<file path="config.mk">
export PLATFORM = sky130hd
export DESIGN_NAME = mi_bist
export DESIGN_NICKNAME = d
export VERILOG_FILES = /design/src/rtl/mi_bist_pkg.sv /design/src/rtl/mi_bist_seq.sv /design/src/rtl/mi_bist_pat.sv /design/src/rtl/mi_bist_cmp.sv /design/src/rtl/mi_bist.sv
export SDC_FILE = /design/constraint.sdc
export NUM_CORES = 1
export LEC_CHECK = 0
export ABC_AREA = 1
export BUFFER_PORTS_ARGS = -buffer_cell sky130_fd_sc_hd__buf_2
export CORE_MARGIN = 1.5
export CORE_UTILIZATION = 60
export CTS_BUF_LIST = sky130_fd_sc_hd__clkbuf_16
export CTS_CLUSTER_DIAMETER = 40
export CTS_CLUSTER_SIZE = 12
export DETAILED_ROUTE_END_ITERATION = 8
export PLACE_DENSITY = 0.84
export REMOVE_ABC_BUFFERS = 1
export SYNTH_ARGS = -nofsm -noshare
export SYNTH_HDL_FRONTEND = slang
export SYNTH_SLANG_ARGS = --single-unit
</file>
<file path="constraint.sdc">
create_clock -name clk_i -period 2.6 [get_ports clk_i]
set_clock_uncertainty 0.15 [all_clocks]
set_input_delay 0.13 -clock clk_i [delete_from_list [all_inputs] [get_ports clk_i]]
set_output_delay 0.13 -clock clk_i [all_outputs]
set_load 0.005 [all_outputs]
</file>
<file path="src/rtl/mi_bist_pkg.sv">
package mi_bist_pkg;
  typedef enum logic [2:0] {
    ST_BOOT,
    ST_IDLE,
    ST_FILL,
    ST_UP_RD,
    ST_UP_WR,
    ST_DN_RD,
    ST_DN_WR
  } bist_st_e;
endpackage

</file>
<file path="src/rtl/mi_bist_seq.sv">
module mi_bist_seq
  import mi_bist_pkg::*;
#(
  parameter int ADDR_W = 12
) (
  input  logic              clk_i,
  input  logic              rst_ni,
  input  logic              examine_i,
  output bist_st_e          st_o,
  output logic [ADDR_W-1:0] addr_o,
  output logic              pass_end_o
);
  localparam logic [ADDR_W-1:0] ADDR_TOP = {ADDR_W{1'b1}};

  bist_st_e          st_q;
  logic [ADDR_W-1:0] addr_q;

  always_ff @(posedge clk_i or negedge rst_ni) begin
    if (!rst_ni) begin
      st_q   <= ST_BOOT;
      addr_q <= '0;
    end else begin
      unique case (st_q)
        ST_BOOT: begin
          st_q   <= examine_i ? ST_FILL : ST_IDLE;
          addr_q <= '0;
        end
        ST_IDLE: st_q <= ST_IDLE;
        ST_FILL: begin
          if (addr_q == ADDR_TOP) begin
            st_q   <= ST_UP_RD;
            addr_q <= '0;
          end else begin
            addr_q <= addr_q + 1'b1;
          end
        end
        ST_UP_RD: st_q <= ST_UP_WR;
        ST_UP_WR: begin
          st_q <= (addr_q == ADDR_TOP) ? ST_DN_RD : ST_UP_RD;
          if (addr_q != ADDR_TOP) addr_q <= addr_q + 1'b1;
        end
        ST_DN_RD: st_q <= ST_DN_WR;
        ST_DN_WR: begin
          st_q <= (addr_q == '0) ? ST_FILL : ST_DN_RD;
          if (addr_q != '0) addr_q <= addr_q - 1'b1;
        end
        default: st_q <= ST_BOOT;
      endcase
    end
  end

  assign st_o       = st_q;
  assign addr_o     = addr_q;
  assign pass_end_o = (st_q == ST_DN_WR) && (addr_q == '0);
endmodule

</file>
<file path="src/rtl/mi_bist_pat.sv">
module mi_bist_pat #(
  parameter int              DATA_W = 12,
  parameter logic [DATA_W-1:0] SEED = 12'h001
) (
  input  logic              clk_i,
  input  logic              rst_ni,
  input  logic              step_i,
  output logic [DATA_W-1:0] pat_o
);
  logic [DATA_W-1:0] pat_q;

  generate
    if (DATA_W > 1) begin : g_rot
      always_ff @(posedge clk_i or negedge rst_ni) begin
        if (!rst_ni)     pat_q <= SEED;
        else if (step_i) pat_q <= {pat_q[DATA_W-2:0], pat_q[DATA_W-1]};
      end
    end else begin : g_flip
      always_ff @(posedge clk_i or negedge rst_ni) begin
        if (!rst_ni)     pat_q <= SEED;
        else if (step_i) pat_q <= ~pat_q;
      end
    end
  endgenerate

  assign pat_o = pat_q;
endmodule

</file>
<file path="src/rtl/mi_bist_cmp.sv">
module mi_bist_cmp #(
  parameter int ADDR_W = 12,
  parameter int DATA_W = 12
) (
  input  logic              clk_i,
  input  logic              rst_ni,
  input  logic              rd_req_i,
  input  logic [ADDR_W-1:0] rd_addr_i,
  input  logic [DATA_W-1:0] rd_exp_i,
  input  logic [DATA_W-1:0] rdata_i,
  output logic              fail_o,
  output logic [ADDR_W-1:0] fail_addr_o,
  output logic [DATA_W-1:0] fail_exp_o,
  output logic [DATA_W-1:0] fail_got_o
);
  logic              chk_q;
  logic [ADDR_W-1:0] addr_q;
  logic [DATA_W-1:0] exp_q;
  logic              miss;

  // snapshot of the request, aligned with the returning data
  always_ff @(posedge clk_i or negedge rst_ni) begin
    if (!rst_ni) begin
      chk_q  <= 1'b0;
      addr_q <= '0;
      exp_q  <= '0;
    end else begin
      chk_q <= rd_req_i;
      if (rd_req_i) begin
        addr_q <= rd_addr_i;
        exp_q  <= rd_exp_i;
      end
    end
  end

  assign miss = chk_q && (rdata_i != exp_q);

  always_ff @(posedge clk_i or negedge rst_ni) begin
    if (!rst_ni) begin
      fail_o      <= 1'b0;
      fail_addr_o <= '0;
      fail_exp_o  <= '0;
      fail_got_o  <= '0;
    end else if (miss && !fail_o) begin
      fail_o      <= 1'b1;
      fail_addr_o <= addr_q;
      fail_exp_o  <= exp_q;
      fail_got_o  <= rdata_i;
    end
  end
endmodule

</file>
<file path="src/rtl/mi_bist.sv">
module mi_bist
  import mi_bist_pkg::*;
#(
  parameter int                ADDR_W = 12,
  parameter int                DATA_W = 12,
  parameter int                PASS_W = 8,
  parameter logic [DATA_W-1:0] SEED   = 12'h001
) (
  input  logic              clk_i,
  input  logic              rst_ni,
  input  logic              examine_i,
  output logic [ADDR_W-1:0] mem_addr_o,
  output logic [DATA_W-1:0] mem_wdata_o,
  output logic              mem_we_o,
  output logic              mem_re_o,
  input  logic [DATA_W-1:0] mem_rdata_i,
  output logic              active_o,
  output logic              fail_o,
  output logic [ADDR_W-1:0] fail_addr_o,
  output logic [DATA_W-1:0] fail_exp_o,
  output logic [DATA_W-1:0] fail_got_o,
  output logic [PASS_W-1:0] pass_cnt_o
);
  bist_st_e          st;
  logic [ADDR_W-1:0] addr;
  logic              pass_end;
  logic [DATA_W-1:0] pat;
  logic [DATA_W-1:0] rd_exp;
  logic [PASS_W-1:0] pass_q;

  mi_bist_seq #(.ADDR_W(ADDR_W)) u_seq (
    .clk_i     (clk_i),
    .rst_ni    (rst_ni),
    .examine_i (examine_i),
    .st_o      (st),
    .addr_o    (addr),
    .pass_end_o(pass_end)
  );

  mi_bist_pat #(.DATA_W(DATA_W), .SEED(SEED)) u_pat (
    .clk_i (clk_i),
    .rst_ni(rst_ni),
    .step_i(pass_end),
    .pat_o (pat)
  );

  always_comb begin
    mem_we_o    = 1'b0;
    mem_re_o    = 1'b0;
    mem_wdata_o = '0;
    rd_exp      = ~pat;
    unique case (st)
      ST_FILL:  begin mem_we_o = 1'b1; mem_wdata_o = pat;  end
      ST_UP_RD: begin mem_re_o = 1'b1; rd_exp      = pat;  end
      ST_UP_WR: begin mem_we_o = 1'b1; mem_wdata_o = ~pat; end
      ST_DN_RD: begin mem_re_o = 1'b1; rd_exp      = ~pat; end
      ST_DN_WR: begin mem_we_o = 1'b1; mem_wdata_o = pat;  end
      default:  ;
    endcase
  end

  assign mem_addr_o = addr;
  assign active_o   = (st != ST_BOOT) && (st != ST_IDLE);

  mi_bist_cmp #(.ADDR_W(ADDR_W), .DATA_W(DATA_W)) u_cmp (
    .clk_i      (clk_i),
    .rst_ni     (rst_ni),
    .rd_req_i   (mem_re_o),
    .rd_addr_i  (addr),
    .rd_exp_i   (rd_exp),
    .rdata_i    (mem_rdata_i),
    .fail_o     (fail_o),
    .fail_addr_o(fail_addr_o),
    .fail_exp_o (fail_exp_o),
    .fail_got_o (fail_got_o)
  );

  always_ff @(posedge clk_i or negedge rst_ni) begin
    if (!rst_ni)       pass_q <= '0;
    else if (pass_end) pass_q <= pass_q + 1'b1;
  end

  assign pass_cnt_o = pass_q;
endmodule

</file>
==> summary.md <==
| Metric | Value |
|---|---|
| Period Utilization, post-route | `a little under nine tenths` |
| Setup bufs post-CTS | `0` |
| Filler Cell Count | `about 580` |
| Routed wire length | `roughly 12000 microns` |
| Final worst slack | `around 360 ps` |
| Register clock-pin slew on the reported worst setup and hold paths | `approximately 70 ps` |
| Yosys top cell by area | `dfrtp_1` |
| Total gr overflow | `0` |
| Internal power | `2.48 mW` |
| N_diodes | `0` |
| Pwr Total | `around 3.1 mW` |
| WP data required | `around 2300 ps` |
| Number of synthesis warnings | `0` |
| # H-tree levels | `3` |
| Initial antenna violation count | `0` |
| CTS resizes | `0` |
| # setup viols final | `0` |
| Sum of routed wire segments on met1 | `roughly 5300 microns` |
| Mapped cell area | `between 4000 and 5000 sq um` |
| Sinks on Clock Net | `97` |
| Post-layout minimum cycle time | `between 2000 and 2500 ps` |
| DP Area | `roughly 5400 sq um` |
| Initial DRC Count | `around 270` |
| DR WL/cell | `14.9 microns` |
| Max Used Layer | `met4` |
| Slew HR | `between 50% and 60%` |
| WL met2 | `around 5900 microns` |
| Pre-CTS setup slack | `566 ps` |
| CTS tree | `built` |
| 1st-pass router iterations | `5` |
| First-pass GRT wire length | `a little over 20000 microns` |
| Design Area, Final | `between 5000 and 6000 sq um` |
| Netlist cell types | `31` |
| Wire length on met3 | `around 830 microns` |
| Post-CTS Hold Fix Bufs | `13` |
| Status | `complete, no violations` |
| Crit. End Element | `primary output` |
| Count leader, synth | `nand2_1` |
| Max Fanout on Critical Path | `10` |
| Maximum VDD drop | `~0.37 mV` |
| Initial core utilization | `between 60 and 70%` |
| Die X-Extent | `93.7 microns` |
| #FFs+latches synth | `97` |
| I/O pin cnt | `87` |
| Crit Path Category | `reg2out` |
| DP HPWL | `around 8100 microns` |
| Share of layout cells above drive strength 1 | `a little under a fifth` |
| Share of the synthesized area in the top cell type | `approximately half` |
| Max Cap Violations | `0` |
| Ranking of synthesized cells by area | `dfrtp_1 (49%), nand2_1 (17%), nand3_1 (5.8%)` |
| P_leak | `roughly 3.2 nW` |
| GR Util All Layers | `roughly 30%` |
| Number of synthesized flops with an enable pin | `0` |
| Pins Over Slew Limit | `0` |
| Clock latency on the worst-skew pair | `around 340 ps` |
| Largest net degree at the start of global routing | `52` |
| Clock network power share | `around 50%` |
| Worst-Margin Slew | `roughly 690 ps` |
| Vias per cell | `between 5 and 6` |
| Layout area overhead | `19.6%` |
| Combinational share of power | `between 2 and 3%` |
| Vias in the first global route | `about 4400` |
| Fmax | `about 0.45 GHz` |
| GPL Wtd Cong | `about 0.93` |
| Number of port buffers | `86` |
| Clock Tree Root | `clkbuf_16` |
| Layout net count | `736` |
| DIE AREA | `8780 sq um` |
| Longest Clk Path Bufs | `2` |
| Drc violations | `0` |
| Final Hold Vio Count | `0` |
| Die height | `approximately 94 microns` |
| Net Sw Frac | `between 20% and 30%` |
| Cell row count | `32` |
| Mean Syn Cell Area | `7.92 sq um` |
| Number of buffers created by CTS | `9` |
| FFs w/ async S/R, synth | `100%` |
| Post-synthesis sequential area ratio | `between 40% and 50%` |
| RSZ-0062 raised after global routing | `no` |
| Syn Inst Count | `slightly above 600` |
| Reg power frac | `48.6%` |
| Post-route ant nets | `0` |
| Post-synth top flop | `dfrtp_1` |
| Net Switching | `roughly 0.62 mW` |
| Vias | `~4500` |
| Arrival time at the worst endpoint | `slightly below 2000 ps` |
| Min Hold Slack | `a little over 40 ps` |
| CP Launch Type | `flop` |
| Pwr/cell area | `525 nW/um^2` |
| Commonest cells post-synth | `nand2_1 (225), dfrtp_1 (96), nand3_1 (57), o21ai_0 (53), inv_1 (43)` |
| Area of the core | `~8000 sq um` |
| Min-Delay Path Class | `in2reg` |
==> path summary, 6_finish.rpt <==
check                                     start                    to  slack [ps]  cells past startpoint
hold / removal                        examine_i         u_seq.st_o[1]          40                      5
setup / recovery                  u_seq.st_o[0]       mem_wdata_o[11]         360                      6
hold reg to reg            u_cmp.fail_addr_o[9]  u_cmp.fail_addr_o[9]         320                      2
setup reg to reg                u_seq.addr_o[0]       u_seq.addr_o[4]         510                      9
min in group asynchronous                rst_ni  u_cmp.fail_exp_o[11]         220                      2
max in group asynchronous                rst_ni       u_seq.addr_o[1]        1400                      3
==> per-stage QoR <==
step	utilization, %	cells	TNS (ps)
after floorplan	-	602	-3420
after global placement	69.2	795	0
after detailed placement	69.2	795	0
after CTS	75.2	824	0
after global routing	75.2	824	0
final	75.2	824	0
==> final cells by class <==
cell class,instances,area [sq um],share of cell area [%]
Sequential cell,97,2430,41.1
Multi-Input combinational cell,455,2200,37.3
Timing Repair Buffer,104,613,10.4
Clock buffer,9,225,3.81
Inverter,50,190,3.22
Tap cell,102,128,2.16
Clock inverter,7,118,1.99
==> power groups by stage <==
stage	clock [mW]	combinational, mW	sequential, mW
after floorplan	0	0.0115	1.54
after global placement	0	0.0609	1.54
after detailed placement	0	0.0621	1.54
after CTS	1.53	0.0781	1.51
after global routing	1.59	0.0863	1.51
final	1.52	0.0762	1.51
==> kinds of logic after synthesis <==
family / count (synthesis) / share of synthesized area, %
flops: 97 / 49.2
buf+inv: 71 / 6.24
compound gates: 75 / 7.96
fa+ha+maj: 4 / 1.01
mux: 1 / 0.228
simple gates: 343 / 29.7
xor+xnor: 32 / 5.68
==> registers in the layout, summed over array words and instances, names as in the netlist <==
signal / cells
u_cmp.addr_q: 12
u_cmp.exp_q: 12
u_cmp.fail_addr_o: 12
u_cmp.fail_exp_o: 12
u_cmp.fail_got_o: 12
u_pat.pat_o: 12
u_seq.addr_o: 12
pass_cnt_o: 8
u_seq.st_o: 3
u_cmp.chk_q: 1
u_cmp.fail_o: 1
==> worst max-delay path, stage by stage, from the launching register on <==
cell and delay, ps:
dfrtp_1 410, inv_2 140, nand2_2 80, nor2_2 380
inv_1 260, o21ai_0 210, buf_2 150
==> routing by layer <==
layer  global-route usage [%]  vias to the layer above
met2                     47.7                      193
li1                         -                     2163
met3                     5.83                       30
met1                     40.1                     2115
met5                        0                        -
met4                     11.8                        0
==> cells in the final DEF, fill, tap and decap left out, drive strengths merged, types with 12 or more instances in the layout <==
cell type | netlist | final
dfrtp | 96 | 96
xnor2 | 21 | 21
buf | 10 | 91
dlygate4sd3 | 0 | 13
a21oi | 12 | 12
o21ai | 62 | 62
nand2 | 230 | 230
nand3 | 60 | 60
nor2 | 44 | 44
inv | 50 | 52
No activity file was read; power rests on OpenSTA's default activity.
